$ cat config.mk
export PLATFORM = sky130hd
export DESIGN_NAME = refr_timer
export DESIGN_NICKNAME = d
export VERILOG_FILES = /design/src/rtl/refr_pkg.sv /design/src/rtl/refr_rate_decode.sv /design/src/rtl/refr_interval_ctr.sv /design/src/rtl/refr_owed_tracker.sv /design/src/rtl/refr_timer.sv
export SDC_FILE = /design/constraint.sdc
export NUM_CORES = 1
export LEC_CHECK = 0
export BUFFER_PORTS_ARGS = -buffer_cell sky130_fd_sc_hd__buf_2
export CORE_ASPECT_RATIO = 1.5
export CORE_UTILIZATION = 23
export CTS_BUF_LIST = sky130_fd_sc_hd__clkbuf_8
export CTS_CLUSTER_SIZE = 12
export DETAILED_ROUTE_END_ITERATION = 16
export PLACE_DENSITY = 0.5
export SETUP_SLACK_MARGIN = 0.5
export SYNTH_ARGS = -nofsm -noshare
export SYNTH_HDL_FRONTEND = slang
export SYNTH_SLANG_ARGS = --single-unit
$ cat constraint.sdc
create_clock -name clk -period 6.99 [get_ports clk]
set_clock_uncertainty 0.1 [all_clocks]
set_input_delay 0.699 -clock clk [delete_from_list [all_inputs] [get_ports clk]]
set_output_delay 0.699 -clock clk [all_outputs]
set_load 0.05 [all_outputs]
$ cat src/rtl/refr_pkg.sv
package refr_pkg;

  localparam int RATE_W   = 3;
  localparam int FREQ_W   = 2;
  localparam int MAX_STEP = 5;              // highest rate code that refreshes
  localparam int DOUBLES  = MAX_STEP - 1;   // doublings above the base interval

  typedef enum logic [FREQ_W-1:0] {
    FREQ_100  = 2'b00,
    FREQ_RSV1 = 2'b01,
    FREQ_66   = 2'b10,
    FREQ_RSV3 = 2'b11
  } freq_e;

  // Rate codes that actually select an interval.
  function automatic logic code_selects_rate(input logic [RATE_W-1:0] code);
    return (code >= 3'd1) && (code <= 3'(MAX_STEP));
  endfunction

  // Clock selects that carry a defined base count.
  function automatic logic freq_supported(input logic [FREQ_W-1:0] fsel);
    return (fsel == FREQ_100) || (fsel == FREQ_66);
  endfunction

  // Interval length in clocks for rate step 1..MAX_STEP.
  function automatic int unsigned interval_clocks(input int unsigned base,
                                                  input int unsigned step);
    return base << (step - 1);
  endfunction

  // Owed counter update: one add per expiry, one take per accepted grant.
  function automatic int unsigned owed_next(input int unsigned cur,
                                            input logic add,
                                            input logic take,
                                            input int unsigned cap);
    if (add && !take) return (cur < cap) ? cur + 1 : cur;
    if (take && !add) return (cur > 0) ? cur - 1 : cur;
    return cur;
  endfunction

endpackage

$ cat src/rtl/refr_rate_decode.sv
module refr_rate_decode
  import refr_pkg::*;
#(
  parameter int BASE_HI = 1560,
  parameter int BASE_LO = 1030,
  parameter int CNT_W   = 16
) (
  input  logic [RATE_W-1:0] rate_code,
  input  logic [FREQ_W-1:0] freq_sel,
  output logic              cfg_ok,
  output logic [CNT_W-1:0]  period
);

  localparam int NCODES = 1 << RATE_W;

  logic [CNT_W-1:0] per_hi [NCODES];
  logic [CNT_W-1:0] per_lo [NCODES];

  // One interval per code and clock select; unused codes hold zero.
  for (genvar s = 0; s < NCODES; s++) begin : g_step
    if (s >= 1 && s <= MAX_STEP) begin : g_live
      assign per_hi[s] = CNT_W'(interval_clocks(BASE_HI, s));
      assign per_lo[s] = CNT_W'(interval_clocks(BASE_LO, s));
    end else begin : g_dead
      assign per_hi[s] = '0;
      assign per_lo[s] = '0;
    end
  end

  always_comb begin
    cfg_ok = code_selects_rate(rate_code) && freq_supported(freq_sel);
    period = '0;
    if (cfg_ok) begin
      period = (freq_sel == FREQ_66) ? per_lo[rate_code] : per_hi[rate_code];
    end
  end

endmodule

$ cat src/rtl/refr_interval_ctr.sv
module refr_interval_ctr #(
  parameter int CNT_W = 16
) (
  input  logic             clk,
  input  logic             rst_n,
  input  logic             run,
  input  logic             reload,
  input  logic [CNT_W-1:0] period,
  output logic             tick
);

  logic [CNT_W-1:0] cnt_q;
  logic             at_end;

  assign at_end = (cnt_q == period - CNT_W'(1));
  assign tick   = run && !reload && at_end;

  always_ff @(posedge clk or negedge rst_n) begin
    if (!rst_n) begin
      cnt_q <= '0;
    end else if (!run) begin
      cnt_q <= '0;
    end else if (reload) begin
      cnt_q <= CNT_W'(1);          // the edge of the change counts as clock one
    end else if (at_end) begin
      cnt_q <= '0;
    end else begin
      cnt_q <= cnt_q + CNT_W'(1);
    end
  end

endmodule

$ cat src/rtl/refr_owed_tracker.sv
module refr_owed_tracker
  import refr_pkg::*;
#(
  parameter int OWE_MAX = 8,
  parameter int OW      = 4
) (
  input  logic          clk,
  input  logic          rst_n,
  input  logic          add,
  input  logic          take,
  output logic [OW-1:0] owed
);

  logic [OW-1:0] owed_q;

  always_ff @(posedge clk or negedge rst_n) begin
    if (!rst_n) begin
      owed_q <= '0;
    end else begin
      owed_q <= OW'(owed_next(int'(owed_q), add, take, OWE_MAX));
    end
  end

  assign owed = owed_q;

endmodule

$ cat src/rtl/refr_timer.sv
module refr_timer
  import refr_pkg::*;
#(
  parameter int BASE_HI = 1560,
  parameter int BASE_LO = 1030,
  parameter int OWE_MAX = 8,
  localparam int OW     = $clog2(OWE_MAX + 1)
) (
  input  logic              clk,
  input  logic              rst_n,
  input  logic [RATE_W-1:0] rate_code,
  input  logic [FREQ_W-1:0] freq_sel,
  input  logic              nref_en,
  input  logic              susp_req,
  input  logic              susp_self,
  input  logic              ref_gnt,
  output logic              ref_req,
  output logic              self_ref_req,
  output logic [OW-1:0]     owed_cnt
);

  localparam int MAXB  = (BASE_HI > BASE_LO) ? BASE_HI : BASE_LO;
  localparam int CNT_W = $clog2(MAXB * (1 << DOUBLES) + 1);

  logic                     cfg_ok;
  logic [CNT_W-1:0]         period;
  logic [RATE_W+FREQ_W-1:0] cfg_q;
  logic                     reload;
  logic                     self_now;
  logic                     self_q;
  logic                     run;
  logic                     tick;
  logic                     grant_ok;

  refr_rate_decode #(
    .BASE_HI(BASE_HI),
    .BASE_LO(BASE_LO),
    .CNT_W  (CNT_W)
  ) u_decode (
    .rate_code(rate_code),
    .freq_sel (freq_sel),
    .cfg_ok   (cfg_ok),
    .period   (period)
  );

  // Settings change detection; reset value matches "refresh off".
  always_ff @(posedge clk or negedge rst_n) begin
    if (!rst_n) cfg_q <= '0;
    else        cfg_q <= {rate_code, freq_sel};
  end
  assign reload = ({rate_code, freq_sel} != cfg_q);

  // Suspend handling.
  assign self_now = susp_req && susp_self;
  always_ff @(posedge clk or negedge rst_n) begin
    if (!rst_n) self_q <= 1'b0;
    else        self_q <= self_now;
  end

  // Timed refresh runs with the enable, or in suspend with timed refresh kept.
  assign run = cfg_ok && !self_now && (nref_en || susp_req);

  refr_interval_ctr #(
    .CNT_W(CNT_W)
  ) u_ctr (
    .clk   (clk),
    .rst_n (rst_n),
    .run   (run),
    .reload(reload),
    .period(period),
    .tick  (tick)
  );

  assign grant_ok = ref_gnt && ref_req;

  refr_owed_tracker #(
    .OWE_MAX(OWE_MAX),
    .OW     (OW)
  ) u_owed (
    .clk  (clk),
    .rst_n(rst_n),
    .add  (tick),
    .take (grant_ok),
    .owed (owed_cnt)
  );

  assign ref_req      = (owed_cnt != '0) && !self_q;
  assign self_ref_req = self_q;

endmodule

==> impl_metrics.csv, run 1 <==
group,metric,value,unit
outcome,outcome,"finished, final reports clean",
power,p_per_area,127,mW/mm^2
sta,fmax,192,MHz
routing,wl_per_cell,14.1,um
sta,maxSlewViolCount,0,
worst_setup_path,path_buf_inv,3,
place,routabilityCongestion,0.829,
synth,synthFlopType,"dfrtp_1",
worst_setup_path,crit_required,7090,ps
routing,dr.pass1.iters,5,
routing,dr_total_vias,1899,
clock_network,cts_buffer_depth,2,
sta,setup_violations,0,
routing,post_drt_via_cell_ratio,5.01,
cells_and_area,antenna_cells,0,
die,io-pin-count,17,
die,die_y,121,um
clock_network,postCtsHoldBufs,0,
worst_setup_path,crit_type,"in2reg",
sta,worst_slew_pin_slew,813,ps
hold_path,hold_class,"in2async",
cells_and_area,layout-drive-gt1-share,0.100,
synth,synth-seq-cells,25,
sta,setup_tns,0,ps
worst_setup_path,r2r_slack,3440,ps
die,std_cell_rows,42,
clock_network,htree_levels,1,
synth,yosys.area.top_type,"dfrtp_1",
synth,postSynth.asyncResetShare,1.00,
worst_setup_path,critPathCaptureType,"flip-flop",
worst_setup_path,crit_slowest_cell,"a211oi_1",
clock_network,cts_root_buffer,"clkbuf_8",
sta,slew-limit-headroom,0.455,
synth,synth_top_cells_by_count,"dfrtp_1, xnor2_1, nand2_1, nor3_1",
clock_network,clkSlewWorstSetupHoldPaths,100,ps
sta,grt_setup_unrepaired,"false",
global_routing,antenna_found_initial,0,
place,place_area,0.00232,sq mm
clock_network,clock_sinks,25,
clock_network,clock_latency,280,ps
synth,synth_area,0.00216,sq mm
die,initial_utilization,0.240,
clock_network,numCtsBuffers,3,
worst_setup_path,critical_path.max_fanout,16,
cells_and_area,area_growth,10.1,%
cells_and_area,fin_nets,291,
sta,period_share,0.745,
synth,synth_cells,259,
worst_setup_path,path_delay_family,"compound AO/OA/AOI/OAI gates",
cells_and_area,fillers,974,
cells_and_area,fin_area,0.00237,sq mm
routing,drc,0,
routing,ant_nets,0,
power,max-vdd-ir-drop,0.0000637,V
synth,synth.top_cell.area_share,0.290,
clock_network,post_cts_buffers,0,
worst_setup_path,cpMostUsedCell,"nor2b_1",
worst_setup_path,crit_chain,"buf_2, inv_1, ha_1, nor2b_1, a211oi_1, a21boi_1, a2111oi_0, a2bb2oi_1, a2111oi_1, o2111a_2, nor2b_1, ha_1, nor2b_1, a31oi_1, inv_1, nor3_1, a21oi_1, o21ai_0",
routing,initialDrtViolationCount,96,
synth,yosysSeqAreaShare,0.290,
clock_network,cts_resized,0,
worst_setup_path,cpPeakStageDelay,730,ps
worst_setup_path,regToRegEndpoint,"u_owed.owed[2]$_DFFE_PN0P_",
global_routing,grt.total_usage,0.122,
die,die_x,81.1,um
die,core_area,0.00899,sq mm
synth,synth_most_common_cell,"dfrtp_1",
sta,hold_viol,0,
power,p_leak,0.963,nW
sta,fin_crit,5210,ps
synth,syn_avg_cell_area,8.32,sq um
flow_run,cap_viol_max_count,0,
global_routing,overflow,0,
global_routing,grt_pass1_wl,9220,um
routing,wl,5330,um
place,numPortBuffers,16,
synth,synth_top_cells_by_area,"dfrtp_1, xnor2_1, ha_1",
synth,ys_types,55,
global_routing,grt_pass1_vias,1954,
global_routing,grt_max_degree,27,
worst_setup_path,start_kind,"input pin",
worst_setup_path,r2r_cells,13,
worst_setup_path,arrival,5310,ps
synth,yosys_warnings,0,
synth,synth_edf_count,0,
synth,syn_nets,280,
die,dieArea,0.00977,sq mm
place,hpwl,4180,um
worst_setup_path,r2r_start,"u_ctr.cnt_q[12]$_DFF_PN0_",
clock_network,cts_tree,"yes",
[worst reg2reg max path, cell delays in order, from the launching register on]
cell and delay, ps:
dfrtp_1 460, a21oi_1 130, a2111oi_0 430, a2bb2oi_1 120, a2111oi_1 430, o2111a_2 470, nor2b_1 200, ha_1 290
nor2b_1 100, a31oi_1 280, inv_1 110, nor3_1 150, a21oi_1 60, o21ai_0 150
[metrics by stage]
stage               hold slack (ps)  utilization  setup WS (ps)  total power [mW]  std cells
CTS                             324        0.264           1750             0.310        379
finish                          314        0.264           1780             0.301        379
detailed placement              480        0.259           1470             0.211        375
floorplan                       303            -           2500             0.194        259
global route                    359        0.264           1100             0.320        379
global placement                484        0.259           1610             0.211        375
[power by group]
| group | switching [mW] | internal [mW] |
|---|---|---|
| Sequential | 0.00149 | 0.147 |
| Combinational | 0.0371 | 0.0233 |
| Clock | 0.0511 | 0.0418 |
| Total | 0.0896 | 0.212 |
[state kept, by name, summed over array words and instances, names as in the netlist]
signal / flops
u_ctr.cnt_q: 15
cfg_q: 5
u_owed.owed: 4
self_ref_req: 1
[final cells by class]
class	instances	area [sq um]	area share
timing repair buffer	16	80.1	0.0337
sequential	25	626	0.264
clock buffer	3	41.3	0.0174
multi-input combinational	210	1430	0.601
clock inverter	1	8.76	0.00369
tap	110	138	0.0580
inverter	14	52.6	0.0221
[how the worst max path moves through the flow]
stage	from	end	cells after the start
after CTS	rate_code[1]	u_owed.owed[2]$_DFFE_PN0P_	18
after floorplan	rate_code[1]	u_owed.owed[2]$_DFFE_PN0P_	21
final	rate_code[1]	u_owed.owed[2]$_DFFE_PN0P_	18
after global routing	rate_code[1]	u_owed.owed[2]$_DFFE_PN0P_	18
after detailed placement	rate_code[1]	u_owed.owed[2]$_DFFE_PN0P_	18
after global placement	rate_code[1]	u_owed.owed[2]$_DFFE_PN0P_	18
[per-layer routing]
layer  part of all wire  track usage
met1               0.41        0.143
met4              0.031       0.0603
met2               0.54        0.214
met3              0.025      0.00981
met5                  0            0
[cells in the final DEF (no fill, tap or decap), drive strengths merged, types with 2 or more instances in the layout]
cell / n
a21o: 3
a31oi: 4
clkbuf: 3
nor3: 18
a211o: 2
or2: 2
ha: 10
o211ai: 2
a21boi: 4
nor3b: 3
nor2: 14
dfrtp: 25
a2111oi: 2
and2: 3
nor2b: 8
and3: 4
buf: 16
inv: 15
xor2: 12
nand2b: 9
nor4b: 2
a211oi: 4
a221oi: 2
o31ai: 2
mux2: 2
nand4: 5
xnor2: 20
nand3b: 2
mux2i: 2
o21ai: 10
nand2: 18
a21oi: 10
or3: 5
nand3: 13
[logic make-up after synthesis]
family	count (synthesis)	synth area share
and+or+nand+nor	111	0.280
AOI/OAI and AO/OA	53	0.172
xor gates and xnor gates	32	0.130
DFF	25	0.290
buffers and inverters	24	0.0476
adders and majority gates	10	0.0580
muxes	4	0.0215
No activity file was read; power rests on OpenSTA's default activity.
==> run 2: changes to the inputs <==
--- a/config.mk
+++ b/config.mk
@@ -11,7 +11,7 @@
 export CTS_BUF_LIST = sky130_fd_sc_hd__clkbuf_8
 export CTS_CLUSTER_SIZE = 12
 export DETAILED_ROUTE_END_ITERATION = 16
-export PLACE_DENSITY = 0.5
+export PLACE_DENSITY = 0.51
 export SETUP_SLACK_MARGIN = 0.5
 export SYNTH_ARGS = -nofsm -noshare
 export SYNTH_HDL_FRONTEND = slang
==> constraint.sdc (replaced) <==
create_clock -name clk -period 4.53 [get_ports clk]
set_clock_uncertainty 0.1 [all_clocks]
set_input_delay 0.453 -clock clk [delete_from_list [all_inputs] [get_ports clk]]
set_output_delay 0.453 -clock clk [all_outputs]
set_load 0.05 [all_outputs]
==> run 2 against run 1 <==
  * Final area increased by 8.3%
  * Core utilization increased by 2.2 points
  * Sequential cell count unchanged
  * Sequential power increased by 55%
  * First-iteration DRC count decreased by 6.3%
  * Sequential share of layout area decreased by 2.0 points
  * Worst hold slack got worse by 240 ps
  * Clock power increased by 55%
  * Total power increased by 59%
==> impl_metrics.csv, run 2 (synthesized netlist as in run 1, its figures left out) <==
group,metric,value,unit
place,pre_cts_slack,131,ps
clock_network,clock_latency,280,ps
clock_network,clkSlewWorstSetupHoldPaths,100,ps
place,place_area,0.00237,sq mm
sta,fin_hold_ws,70.1,ps
worst_setup_path,r2r_slack,1620,ps
clock_network,cts_buffer_depth,2,
power,max-vdd-ir-drop,0.000133,V
power,p_int,0.336,mW
routing,drc,0,
cells_and_area,fin_nets,297,
power,p_switching,0.142,mW
clock_network,numCtsBuffers,3,
die,die_x,81.1,um
worst_setup_path,start_kind,"input pin",
routing,ant_nets,0,
worst_setup_path,crit_type,"in2reg",
power,p_sw_frac,0.297,
sta,fin_ws,665,ps
routing,dr.pass1.iters,4,
hold_path,hold_class,"in2async",
clock_network,cts_tree,"yes",
place,routabilityCongestion,0.829,
power,pwr-share-seq,0.478,
cells_and_area,largest_reg_flops,15,
clock_network,htree_levels,1,
sta,worst_slew_pin_slew,634,ps
place,dpl.cell_count,379,
cells_and_area,antenna_cells,0,
die,initial_utilization,0.240,
flow_run,cap_viol_max_count,0,
sta,setup_violations,0,
worst_setup_path,crit_required,4610,ps
sta,slew-limit-headroom,0.578,
cells_and_area,layout-drive-gt1-share,0.189,
power,power,0.479,mW
cells_and_area,fillers,953,
routing,wl,5260,um
clock_network,cts_root_buffer,"clkbuf_8",
worst_setup_path,regToRegEndpoint,"u_owed.owed[2]$_DFFE_PN0P_",
cells_and_area,top_register,"u_ctr.cnt_q",
routing,dr_total_vias,1924,
worst_setup_path,critPathCaptureType,"flip-flop",
worst_setup_path,r2r_start,"u_ctr.cnt_q[12]$_DFF_PN0_",
sta,maxSlewViolCount,0,
global_routing,grt.total_usage,0.117,
cells_and_area,final_cell_mix,"dfrtp_1, xnor2_1, nand2_1",
die,die_y,121,um
worst_setup_path,critical_path.max_fanout,15,
sta,grt_setup_unrepaired,"false",
global_routing,grt_max_degree,27,
sta,period_share,0.853,
worst_setup_path,arrival,3940,ps
global_routing,overflow,0,
worst_setup_path,r2r_cells,13,
global_routing,antenna_found_initial,0,
sta,setup_tns,0,ps
global_routing,grt_pass1_vias,1817,
die,dieArea,0.00977,sq mm
sta,fmax,259,MHz
clock_network,clock_sinks,25,
power,p_leak,1.01,nW
die,core_area,0.00899,sq mm
sta,hold_viol,0,
cells_and_area,final_core_util,0.286,
cells_and_area,final_common_cell,"dfrtp_1",
routing,post_drt_via_cell_ratio,5.00,
routing,wl_per_cell,13.7,um
routing,initialDrtViolationCount,90,
clock_network,postCtsHoldBufs,0,
global_routing,grt_pass1_wl,8980,um
place,numPortBuffers,16,
cells_and_area,instances_no_fill,385,
cells_and_area,fin_area,0.00257,sq mm
place,hpwl,4050,um
power,p_per_area,186,mW/mm^2
sta,fin_crit,3860,ps
cells_and_area,area_growth,19.2,%
power,p_clk_frac,0.300,
power,comb_power_share,0.222,
die,std_cell_rows,42,
outcome,outcome,"finished, final reports clean",
die,io-pin-count,17,
run 2: cell count changes in the layout (fill, tap and decap cells not counted), moves of 3 or more:
cell | previous run | this run
a31oi_1 | 4 | 1
buf_4 | 0 | 5
ha_1 | 10 | 6
ha_4 | 0 | 3
nor2b_1 | 8 | 4
nor2b_2 | 0 | 3
run 2: area by class of cell:
class | count | area [sq um] | area share
Multi-Input combinational cell | 210 | 1550 | 0.603
Clock buffer | 3 | 41.3 | 0.0161
Sequential cell | 25 | 626 | 0.243
Timing Repair Buffer | 22 | 150 | 0.0584
Inverter | 14 | 56.3 | 0.0219
Tap cell | 110 | 138 | 0.0536
Clock inverter | 1 | 8.76 | 0.00341
run 2: how the worst max path moves through the flow:
| stage | from | endpoint | depth (start not counted) |
|---|---|---|---|
| after global routing | rate_code[1] | u_owed.owed[2]$_DFFE_PN0P_ | 18 |
| after floorplan | rate_code[1] | u_owed.owed[2]$_DFFE_PN0P_ | 19 |
| after detailed placement | rate_code[1] | u_owed.owed[2]$_DFFE_PN0P_ | 18 |
| after global placement | rate_code[1] | u_owed.owed[2]$_DFFE_PN0P_ | 18 |
| after CTS | rate_code[1] | u_owed.owed[2]$_DFFE_PN0P_ | 17 |
| final | rate_code[1] | u_owed.owed[2]$_DFFE_PN0P_ | 18 |
run 2: per-layer routing:
layer	wire (um)	vias to the layer above	track usage
met4	144	0	0.0536
met5	0	-	0
met3	157	8	0.00981
li1	-	964	-
met1	2230	913	0.139
met2	2730	39	0.207
run 2: power by group through the flow:
stage	registers (mW)	logic [mW]	clock network (mW)
after global placement	0.233	0.0967	0
after CTS	0.229	0.0967	0.150
after detailed placement	0.233	0.0962	0
after floorplan	0.234	0.0668	0
final	0.229	0.106	0.144
after global routing	0.229	0.119	0.160
run 2: timing repair:
action / in CTS / in global routing
endpoints found under the hold margin: 0 / 0
buffers inserted: 0 / 2
pin swaps: 0 / 12
setup endpoints to repair: 1 / 4
gates cloned: 0 / 0
gates resized for setup: 1 / 30
run 2: worst max-delay path, stage by stage:
cell and delay (ps):
buf_12 120, clkinvlp_4 160, ha_4 270, nor2b_2 170, nor3_2 260, a31oi_2 140, a211o_1 280, or3b_1 390
a2111oi_2 360, o2111a_2 300, nor2b_2 160, ha_2 220, nor2b_4 60, a31oi_4 230, buf_6 120, nand2_1 50
a21oi_1 110, o21ai_1 80
